File: src/rtl/nbus_wr_dispatch.sv
module nbus_wr_dispatch #(
  parameter int AW = 24
) (
  input  logic          clk,
  input  logic          rst_n,
  input  logic          cpu_req,
  input  logic [AW-1:0] cpu_addr,
  input  logic [3:0]    cpu_be,
  input  logic [31:0]   cpu_wdata,
  output logic          cpu_busy,
  output logic          bus_cs_n,
  output logic [AW-1:0] bus_addr,
  output logic [15:0]   bus_data,
  output logic          bus_wr0_n,
  output logic          bus_wr1_n
);
  typedef enum logic [1:0] {IDLE, SETUP, STRB, REL} ph_t;

  ph_t           ph;
  logic          more, half, en0, en1;
  logic [31:0]   dat_q;
  logic [AW-3:0] word_q;
  logic          take, single;

  assign take   = (ph == IDLE) && cpu_req && (cpu_be != 4'b0000);
  assign single = $countones(cpu_be) == 1;

  always_ff @(posedge clk or negedge rst_n) begin
    if (!rst_n) begin
      ph     <= IDLE;
      more   <= 1'b0;
      half   <= 1'b0;
      en0    <= 1'b0;
      en1    <= 1'b0;
      dat_q  <= '0;
      word_q <= '0;
    end else begin
      case (ph)
        IDLE: if (take) begin
          ph     <= SETUP;
          more   <= &cpu_be;
          half   <= (&cpu_be) ? 1'b0 : !(cpu_be[0] || cpu_be[1]);
          en0    <= single ? (cpu_be[0] || cpu_be[2]) : 1'b1;
          en1    <= single ? (cpu_be[1] || cpu_be[3]) : 1'b1;
          dat_q  <= cpu_wdata;
          word_q <= cpu_addr[AW-1:2];
        end
        SETUP: ph <= STRB;
        STRB:  ph <= REL;
        REL: if (more) begin
          ph   <= SETUP;
          more <= 1'b0;
          half <= 1'b1;
        end else ph <= IDLE;
        default: ph <= IDLE;
      endcase
    end
  end

  assign cpu_busy  = ph != IDLE;
  assign bus_cs_n  = ph == IDLE;
  assign bus_addr  = {word_q, half, 1'b0};
  assign bus_data  = half ? dat_q[31:16] : dat_q[15:0];
  assign bus_wr0_n = !(ph == STRB && en0);
  assign bus_wr1_n = !(ph == STRB && en1);

  a_r1_addr_step: assert property (@(posedge clk) disable iff (!rst_n)
    (!bus_cs_n && $past(!bus_cs_n) && bus_addr != $past(bus_addr))
      |-> bus_addr == $past(bus_addr) + AW'(2));
  a_r3_single_strobe: assert property (@(posedge clk) disable iff (!rst_n)
    (cpu_req && !cpu_busy && $countones(cpu_be) == 1)
      |-> ##2 ($countones({!bus_wr0_n, !bus_wr1_n}) == 1));
  a_r4_both_strobes: assert property (@(posedge clk) disable iff (!rst_n)
    (cpu_req && !cpu_busy && $countones(cpu_be) >= 2)
      |-> ##2 (!bus_wr0_n && !bus_wr1_n));
  a_r6_pulse_width: assert property (@(posedge clk) disable iff (!rst_n)
    (!bus_wr0_n || !bus_wr1_n) |=> (bus_wr0_n && bus_wr1_n && !bus_cs_n));
  a_r6_setup_first: assert property (@(posedge clk) disable iff (!rst_n)
    (!bus_wr0_n || !bus_wr1_n) |-> (!bus_cs_n && $past(!bus_cs_n)));
  a_r8_no_empty_start: assert property (@(posedge clk) disable iff (!rst_n)
    (!cpu_busy && cpu_be == 4'b0000) |=> !cpu_busy);
endmodule

File: config.mk
export PLATFORM = sky130hd
export DESIGN_NAME = nbus_wr_dispatch
export DESIGN_NICKNAME = d
export VERILOG_FILES = /design/src/rtl/nbus_wr_dispatch.sv
export SDC_FILE = /design/constraint.sdc
export NUM_CORES = 1
export LEC_CHECK = 0
export BUFFER_PORTS_ARGS = -buffer_cell sky130_fd_sc_hd__clkbuf_2
export CAP_MARGIN = 20
export CORE_ASPECT_RATIO = 1.1
export CORE_MARGIN = 3
export CORE_UTILIZATION = 48
export CTS_CLUSTER_SIZE = 8
export DETAILED_ROUTE_END_ITERATION = 16
export GPL_TIMING_DRIVEN = 1
export PLACE_DENSITY_LB_ADDON = 0.08
export SETUP_SLACK_MARGIN = 0.1
export SLEW_MARGIN = 20
export SYNTH_ARGS = -nofsm -noshare
export SYNTH_HDL_FRONTEND = slang
export SYNTH_SLANG_ARGS = --single-unit
File: constraint.sdc
create_clock -name clk -period 2.6 [get_ports clk]
set_clock_uncertainty 0.2 [all_clocks]
set_input_delay 0.13 -clock clk [delete_from_list [all_inputs] [get_ports clk]]
set_output_delay 0.13 -clock clk [all_outputs]
set_load 0.1 [all_outputs]
==> impl_metrics.py, run 1 <==
metrics = {
    "finish": {
        "area_growth_pct": 50.0,
        "multi_input_area_mm2": 0.00111,
        "seqCellArea_mm2": 0.00150,
        "fin_cells": 428,
        "fin_nets": 422,
        "mostFrequentLayoutCells": "103 x clkbuf_2, 60 x dfrtp_1, 59 x dlygate4sd3_1, 41 x mux2_1, 30 x mux2_2",
        "antenna_cells": 0,
        "drive_above_1_share": 0.436,
        "fillers": 345,
        "final_common_cell": "clkbuf_2",
    },
    "sta": {
        "finalCritPeriodShare": 0.863,
        "grt_setup_unrepaired": "false",
        "relSlewSlack": 0.513,
        "worst_slew_pin_slew_ns": 0.731,
        "tns_ns": 0,
        "setup_slack_ns": 0.355,
        "setup_viol_count_final": 0,
        "finalCriticalPeriod_ns": 2.24,
        "report.final.slew_viol_count": 0,
        "hold_violations": 0,
        "fmax_ghz": 0.446,
    },
    "place": {
        "dp.cells": 355,
        "io_buffers": 103,
        "gp_congestion": 0.706,
        "post-place-ws_ns": 0.00481,
        "dp_hpwl_mm": 3.57,
    },
    "yosys": {
        "syn_area_per_cell_um2": 14.9,
        "synth_cells": 183,
        "muxShareOfSynthArea": 0.309,
        "synthSimpleGateAreaFrac": 0.0276,
        "ys_types": 27,
        "syn_nets": 255,
        "synth_fa_ha_area_frac": 0.0442,
        "synthTopCellsByArea": "dfrtp_1 55%, mux2_1 17%, mux2_2 12%",
        "synth_top_cell_area_share": 0.552,
        "synth-seq-cells": 60,
        "synth_top_cell_by_area": "dfrtp_1",
        "ys_warn_count": 0,
        "synth-xor-area-share": 0,
        "synth_top_family_by_area": "multiplexers",
        "synth_area_mm2": 0.00272,
        "synth-compound-area-share": 0.0239,
        "ys_seq_area_frac": 0.552,
    },
    "global_routing": {
        "overflow": 0,
        "grt_pass1_wl_mm": 10.4,
        "antenna_found_initial": 0,
        "grtUsageTotal": 0.201,
        "grt_max_degree": 61,
        "grt_pass1_vias": 2190,
    },
    "clock_tree": {
        "cts_resized": 0,
        "htree_levels": 3,
        "clock-sinks": 60,
        "postCtsSetupBuffers": 0,
        "cts_tree": "built",
        "clk_pin_slew_worst_paths_ns": 0.06,
        "cts_root_buffer": "clkbuf_8",
        "insertion_delay_ns": 0.32,
        "cts.path.max_buffers": 2,
        "cts_hold_buffers": 59,
        "numCtsBuffers": 9,
    },
    "detailed_routing": {
        "first_pass_iters": 4,
        "routedWlPerCell_um": 14.1,
        "viasPerCell": 4.68,
        "drc": 0,
        "routed_wl_mm": 6.05,
        "drt_iter0_drc": 42,
        "ant_nets": 0,
        "vias": 2001,
    },
    "critical_path": {
        "end_kind": "register",
        "slowest_stage": "fa_1",
        "cp_max_fo": 3,
        "cp_top_family": "adder cells",
        "critPathArrivalTime_ns": 2.25,
        "crit_path_start_kind": "primary input",
        "path_class": "primary input to register",
        "critPathMaxStageDelay_ns": 0.53,
        "crit_chain": "clkbuf_2 -> inv_1 -> fa_1 -> inv_1 -> ha_1 -> ha_1 -> or3b_1 -> or3_1 -> mux2_4",
        "crit_buf_inv": 3,
        "timing.critical_path.required_ns": 2.61,
    },
    "die": {
        "die_h_um": 84.9,
        "core_area_mm2": 0.00543,
        "boundaryPins": 107,
        "rows": 28,
        "die-area_mm2": 0.00660,
        "dieWidth_um": 77.7,
        "start_util": 0.500,
    },
    "hold_path": {
        "hold_path.class": "primary input to register",
    },
    "run_status": {
        "status": "finished, final reports clean",
    },
    "run": {
        "cap_violations": 0,
    },
}
## worst paths after layout
path,slack (ns),start,endpoint,cells after the start
max reg2reg,0.48,ph[0],word_q[7],6
min in group asynchronous,0.33,rst_n,word_q[9],3
max in group asynchronous,1.40,rst_n,dat_q[27],3
min,0.06,cpu_req,ph[0],4
min reg2reg,0.28,dat_q[26],dat_q[26],1
max,0.36,cpu_be[0],en1,9
## worst min-delay path: stages
cell and delay (ns):
clkbuf_2 0.09, nor2b_1 0.18, o31ai_1 0.10, o31ai_1 0.05
## synthesized netlist by cell type
cell / count
a21oi_2: 1
a211oi_1: 1
mux2_1: 41
mux2_2: 30
mux2_4: 2
mux2i_1: 1
or3_1: 2
or3b_1: 1
nor3_1: 1
buf_4: 3
a2bb2oi_1: 2
o31ai_1: 2
nand3_1: 1
o2bb2ai_1: 1
conb_1: 1
or2_1: 1
dfrtp_1: 60
inv_1: 8
ha_1: 8
nand2_1: 3
fa_1: 1
buf_6: 4
nor2b_1: 1
and4bb_1: 1
a21o_1: 1
nor2_1: 2
buf_2: 3
## layout make-up
class	count	area share
Clock buffer	12	0.0380
Clock inverter	2	0.00859
Inverter	8	0.00736
Multi-Input combinational cell	105	0.273
Sequential cell	60	0.368
Tap cell	75	0.0230
Timing Repair Buffer	166	0.282
## stage by stage
| step | hold WS (ns) | util | instance area [µm²] |
|---|---|---|---|
| 4_1_cts | 0.0454 | 0.751 | 4080 |
| 3_5_place_dp | 0.130 | 0.607 | 3300 |
| 2_1_floorplan | -0.366 | - | 2720 |
| 6_report | 0.0619 | 0.751 | 4080 |
| 3_3_place_gp | 0.137 | 0.607 | 3300 |
| 5_1_grt | 0.0844 | 0.751 | 4080 |
## state kept, by name (all words and copies together) (netlist names)
name / flops
half: 1
en1: 1
en0: 1
more: 1
word_q: 22
ph: 2
dat_q: 32
## logic make-up after synthesis
kind of cell,after synthesis
compound gates,8
fa+ha+maj,9
buf+inv,18
flops,60
mux,74
other cells,1
simple gates,13
## per-layer routing
metal | up-vias | routed length, µm | part of all wire | GRT usage
li1 | 973 | - | - | -
met1 | 946 | 2600 | 0.43 | 0.256
met2 | 74 | 3010 | 0.50 | 0.331
met3 | 8 | 331 | 0.055 | 0.0435
met4 | 0 | 100 | 0.017 | 0.0890
met5 | - | 0 | 0 | 0
Power of run 1 is not shown: default switching activity piles up to over one toggle a cycle in this logic, so the estimate is an artifact.
==> run 2, diff against run 1 <==
Settings changed: REMOVE_ABC_BUFFERS set to 1.
==> impl_metrics.py, run 2 (synthesized netlist as in run 1, its figures left out) <==
metrics = {
    "run_status": {
        "status": "finished, final reports clean",
    },
    "detailed_routing": {
        "drt_iter0_drc": 65,
        "drc": 0,
        "vias": 2015,
        "first_pass_iters": 5,
        "viasPerCell": 4.70,
        "routed_wl_mm": 5.60,
        "routedWlPerCell_um": 13.0,
        "ant_nets": 0,
    },
    "finish": {
        "mostFrequentLayoutCells": "103 x clkbuf_2, 60 x dfrtp_1, 59 x dlygate4sd3_1, 41 x mux2_1, 30 x mux2_2",
        "drive_above_1_share": 0.432,
        "fin_nets": 422,
        "fillers": 348,
        "reg_top3": "dat_q x32, word_q x22, ph x2",
        "regMostFlops": "dat_q",
        "antenna_cells": 0,
        "area_growth_pct": 50.4,
        "fin_cells": 429,
        "largest_register_ffs": 32,
        "final_common_cell": "clkbuf_2",
    },
    "hold_path": {
        "hold_depth": 4,
        "hold_path.class": "primary input to register",
    },
    "place": {
        "dp.cells": 355,
        "io_buffers": 103,
        "gp_congestion": 0.698,
        "dp_hpwl_mm": 3.50,
    },
    "clock_tree": {
        "insertion_delay_ns": 0.31,
        "cts_root_buffer": "clkbuf_8",
        "cts_resized": 0,
        "postCtsSetupBuffers": 0,
        "clk_pin_slew_worst_paths_ns": 0.06,
        "cts.path.max_buffers": 2,
        "clock-sinks": 60,
        "htree_levels": 3,
        "cts_tree": "built",
        "numCtsBuffers": 9,
    },
    "critical_path": {
        "reg2reg_depth": 6,
        "end_kind": "register",
        "critPathArrivalTime_ns": 2.26,
        "crit_chain": "clkbuf_2 -> inv_1 -> fa_1 -> inv_1 -> ha_1 -> ha_1 -> or3b_1 -> or3_1 -> mux2_4",
        "crit_path_start_kind": "primary input",
        "critPathMaxStageDelay_ns": 0.53,
        "slowest_stage": "fa_1",
        "path_class": "primary input to register",
        "cp_max_fo": 3,
        "timing.critical_path.required_ns": 2.60,
    },
    "die": {
        "start_util": 0.500,
        "boundaryPins": 107,
        "die-area_mm2": 0.00660,
        "die_h_um": 84.9,
        "rows": 28,
        "core_area_mm2": 0.00543,
        "dieWidth_um": 77.7,
    },
    "sta": {
        "finalCriticalPeriod_ns": 2.26,
        "report.final.slew_viol_count": 0,
        "relSlewSlack": 0.631,
        "grt_setup_unrepaired": "false",
        "worst_slew_pin_slew_ns": 0.556,
        "setup_viol_count_final": 0,
        "finalCritPeriodShare": 0.869,
        "fmax_ghz": 0.443,
        "hold_violations": 0,
    },
    "global_routing": {
        "grt_pass1_wl_mm": 10.1,
        "grt_max_degree": 58,
        "overflow": 0,
        "grtUsageTotal": 0.191,
        "antenna_found_initial": 0,
        "grt_pass1_vias": 2249,
    },
    "run": {
        "cap_violations": 0,
    },
}
-- run 2: cell types whose count changed in the layout (fill, tap and decap cells not counted), sizes merged --
cell	change
clkbuf	+2
clkinv	-1
-- run 2: final cells by class --
cell class              instances  area [µm²]  share of cell area
clock buffers                  14         173              0.0422
clock inverters                 1        30.0             0.00735
inverters                       8        30.0             0.00735
multi-input cells             105        1110               0.272
flip-flops and latches         60        1500               0.367
well taps                      75        93.8              0.0230
repair buffers                166        1150               0.281
-- run 2: repair_timing --
item	4_1_cts	5_1_grt
hold buffers	59	0
endpoints found under the hold margin	116	0
endpoints found under the setup margin	0	0
-- run 2: stage by stage --
stage / cell area (µm²) / setup slack [ns] / TNS (ns) / hold WS (ns) / util
2_1_floorplan: 2640 / -1.36 / -75.14 / -0.366 / -
3_3_place_gp: 3290 / 0.0469 / 0 / -0.133 / 0.607
3_5_place_dp: 3290 / 0.00513 / 0 / -0.128 / 0.607
4_1_cts: 4090 / 0.365 / 0 / 0.0462 / 0.753
5_1_grt: 4090 / 0.278 / 0 / 0.104 / 0.753
6_report: 4090 / 0.342 / 0 / 0.0623 / 0.753
-- run 2: final timing paths --
path | from | endpoint | slack (ns)
hold reg to reg | dat_q[22] | dat_q[22] | 0.28
hold / removal | cpu_be[3] | half | 0.06
setup reg to reg | ph[0] | word_q[2] | 0.51
min in group asynchronous | rst_n | word_q[16] | 0.07
setup / recovery | cpu_be[0] | en0 | 0.34
max in group asynchronous | rst_n | dat_q[25] | 1.44
-- run 2: layer usage --
layer	wire (µm)	track usage
met1	2410	0.229
met2	2780	0.329
met3	294	0.0403
met4	108	0.0890
met5	0	0
-- run 2: worst max-delay path: cells and delay by family --
kind / cells / cell delay, ns
buffers and inverters: 3 / 0.21
AND/OR/NAND/NOR: 2 / 0.70
adder cells (fa/ha/maj): 3 / 0.96
multiplexers: 1 / 0.26
Power of run 2 is left out for the same reason.
==> run 3, diff against run 2 <==
Settings changed: ABC_AREA set to 1, CORE_MARGIN 3 to 2, CORE_UTILIZATION 48 to 49.
==> impl_metrics.py, run 3 <==
metrics = {
    "run_status": {
        "status": "finished, final reports clean",
    },
    "critical_path": {
        "crit_chain": "dlygate4sd3_1 -> clkbuf_2 -> inv_1 -> fa_1 -> inv_1 -> ha_1 -> ha_1 -> inv_1 -> nand3_1 -> nor3_1 -> o21ai_0",
        "crit_buf_inv": 5,
        "path_class": "primary input to register",
        "reg2reg_depth": 8,
        "critPathArrivalTime_ns": 2.22,
        "cp_top_family": "adder cells",
        "crit_top_cell": "inv_1",
        "r2r_slack_ns": 0.62,
        "slowest_stage": "dlygate4sd3_1",
        "r2r-end": "dat_q[11]",
        "crit_path_start_kind": "primary input",
        "timing.rr.start": "ph[0]",
        "timing.critical_path.required_ns": 2.61,
        "end_kind": "register",
        "cp_max_fo": 3,
        "critPathMaxStageDelay_ns": 0.53,
    },
    "yosys": {
        "ys_types": 19,
        "synth_edf_count": 0,
        "synth-compound-area-share": 0.0718,
        "synthTopCellsByCount": "110 x nand2_1, 60 x dfrtp_1, 41 x nand3_1",
        "synth-seq-cells": 60,
        "ys_seq_area_frac": 0.539,
        "syn_area_per_cell_um2": 8.42,
        "synth-xor-area-share": 0,
        "synthSimpleGateAreaFrac": 0.255,
        "synth_top_cell_by_area": "dfrtp_1",
        "ys_warn_count": 0,
        "synth_fa_ha_area_frac": 0.0431,
        "synth_area_mm2": 0.00279,
        "synth_top_cell_area_share": 0.539,
        "synth_cells": 331,
        "synth_top_family_by_area": "simple AND/OR/NAND/NOR gates",
        "synthArstFlopShare": 1.00,
        "yosysMostFrequentCell": "nand2_1",
        "muxShareOfSynthArea": 0,
        "synthTopCellsByArea": "dfrtp_1 54%, nand2_1 15%, nand3_1 7.4%",
        "synth_flop_cell": "dfrtp_1",
    },
    "detailed_routing": {
        "ant_nets": 0,
        "drt_iter0_drc": 147,
        "vias": 2673,
        "routed_wl_mm": 7.06,
        "first_pass_iters": 5,
        "viasPerCell": 4.68,
        "routedWlPerCell_um": 12.4,
        "drc": 0,
    },
    "sta": {
        "tns_ns": 0,
        "report.final.slew_viol_count": 0,
        "finalCriticalPeriod_ns": 2.21,
        "finalCritPeriodShare": 0.849,
        "setup_viol_count_final": 0,
        "grt_setup_unrepaired": "false",
        "relSlewSlack": 0.630,
        "fmax_ghz": 0.453,
        "worst_slew_pin_slew_ns": 0.557,
        "hold_violations": 0,
        "setup_slack_ns": 0.392,
    },
    "global_routing": {
        "overflow": 0,
        "antenna_found_initial": 0,
        "grt_pass1_vias": 2722,
        "grt_use_met2": 0.412,
        "grtUsageTotal": 0.240,
        "met3_usage": 0.0565,
        "grt_max_degree": 39,
        "grt_pass1_wl_mm": 12.1,
        "top_usage_layer": "met2",
        "grt_use_met1": 0.293,
    },
    "finish": {
        "mostFrequentLayoutCells": "110 x nand2_1, 103 x clkbuf_2, 60 x dfrtp_1, 60 x dlygate4sd3_1, 41 x nand3_1",
        "fin_nets": 564,
        "final_area_mm2": 0.00408,
        "largest_register_ffs": 32,
        "antenna_cells": 0,
        "reg_top3": "dat_q x32, word_q x22, ph x2",
        "final_common_cell": "nand2_1",
        "area_growth_pct": 46.4,
        "drive_above_1_share": 0.260,
        "regMostFlops": "dat_q",
    },
    "place": {
        "io_buffers": 103,
        "post-place-ws_ns": 0.597,
        "place_area_mm2": 0.00331,
        "gp_congestion": 0.740,
        "dp_hpwl_mm": 4.05,
    },
    "clock_tree": {
        "insertion_delay_ns": 0.33,
        "clock-sinks": 60,
        "cts.path.max_buffers": 2,
        "cts_root_buffer": "clkbuf_8",
        "cts_tree": "built",
        "htree_levels": 3,
        "numCtsBuffers": 9,
        "cts_resized": 0,
        "clk_pin_slew_worst_paths_ns": 0.06,
    },
    "die": {
        "core_area_mm2": 0.00543,
        "start_util": 0.513,
        "die-area_mm2": 0.00631,
        "boundaryPins": 107,
        "die_h_um": 83.1,
        "rows": 28,
        "dieWidth_um": 75.9,
    },
    "hold_path": {
        "hold_path.class": "primary input to async pin",
    },
    "run": {
        "cap_violations": 0,
    },
}
run 3: changes by cell type in the layout (fill, tap and decap cells not counted), sizes merged, moves of 17 or more:
cell	previous run	this run
mux2	73	0
nand2	3	112
o21ai	0	21
nor2	2	19
inv	8	28
nand3	1	41
run 3: worst max-delay path by stage:
stage	endpoint	cells after the start	start	slack [ns]
3_5_place_dp	en1	10	cpu_be[0]	0.60
3_3_place_gp	en0	10	cpu_be[0]	0.62
2_1_floorplan	bus_data[0]	1	half	-1.05
5_1_grt	en1	11	cpu_be[0]	0.27
4_1_cts	bus_data[13]	4	half	0.40
6_report	en1	11	cpu_be[0]	0.39
run 3: cell type report:
type	count	area, µm²
inverters	28	105
well taps	75	93.8
repair buffers	171	1180
clock buffers	13	159
fillers	422	1350
flip-flops and latches	60	1500
multi-input cells	222	1040
clock inverters	2	10.0
run 3: per-layer routing:
metal  vias to the layer above  wire, µm
met3                        15       377
li1                       1357         -
met1                      1222      3010
met5                         -         0
met4                         0       137
met2                        79      3540
run 3: kinds of logic (layout without fill, tap and decap cells):
| logic type | Yosys count | count (layout) |
|---|---|---|
| AO/OA/AOI/OAI | 38 | 38 |
| flip-flops | 60 | 60 |
| AND/OR/NAND/NOR | 174 | 174 |
| buffers and inverters | 49 | 214 |
| adder cells (fa/ha/maj) | 9 | 9 |
| other | 1 | 1 |
run 3: per-stage QoR:
step            util  std cells  hold WS [ns]
5_1_grt        0.752        571         0.103
3_5_place_dp   0.610        496        -0.130
2_1_floorplan      -        310        -0.366
6_report       0.752        571        0.0366
4_1_cts        0.752        571        0.0572
3_3_place_gp   0.610        496        -0.127
run 3: what timing repair did:
action / in CTS / in global routing
hold endpoints to repair: 117 / 0
hold buffers: 60 / 0
buffers inserted: 0 / 0
Power of run 3 is left out for the same reason.
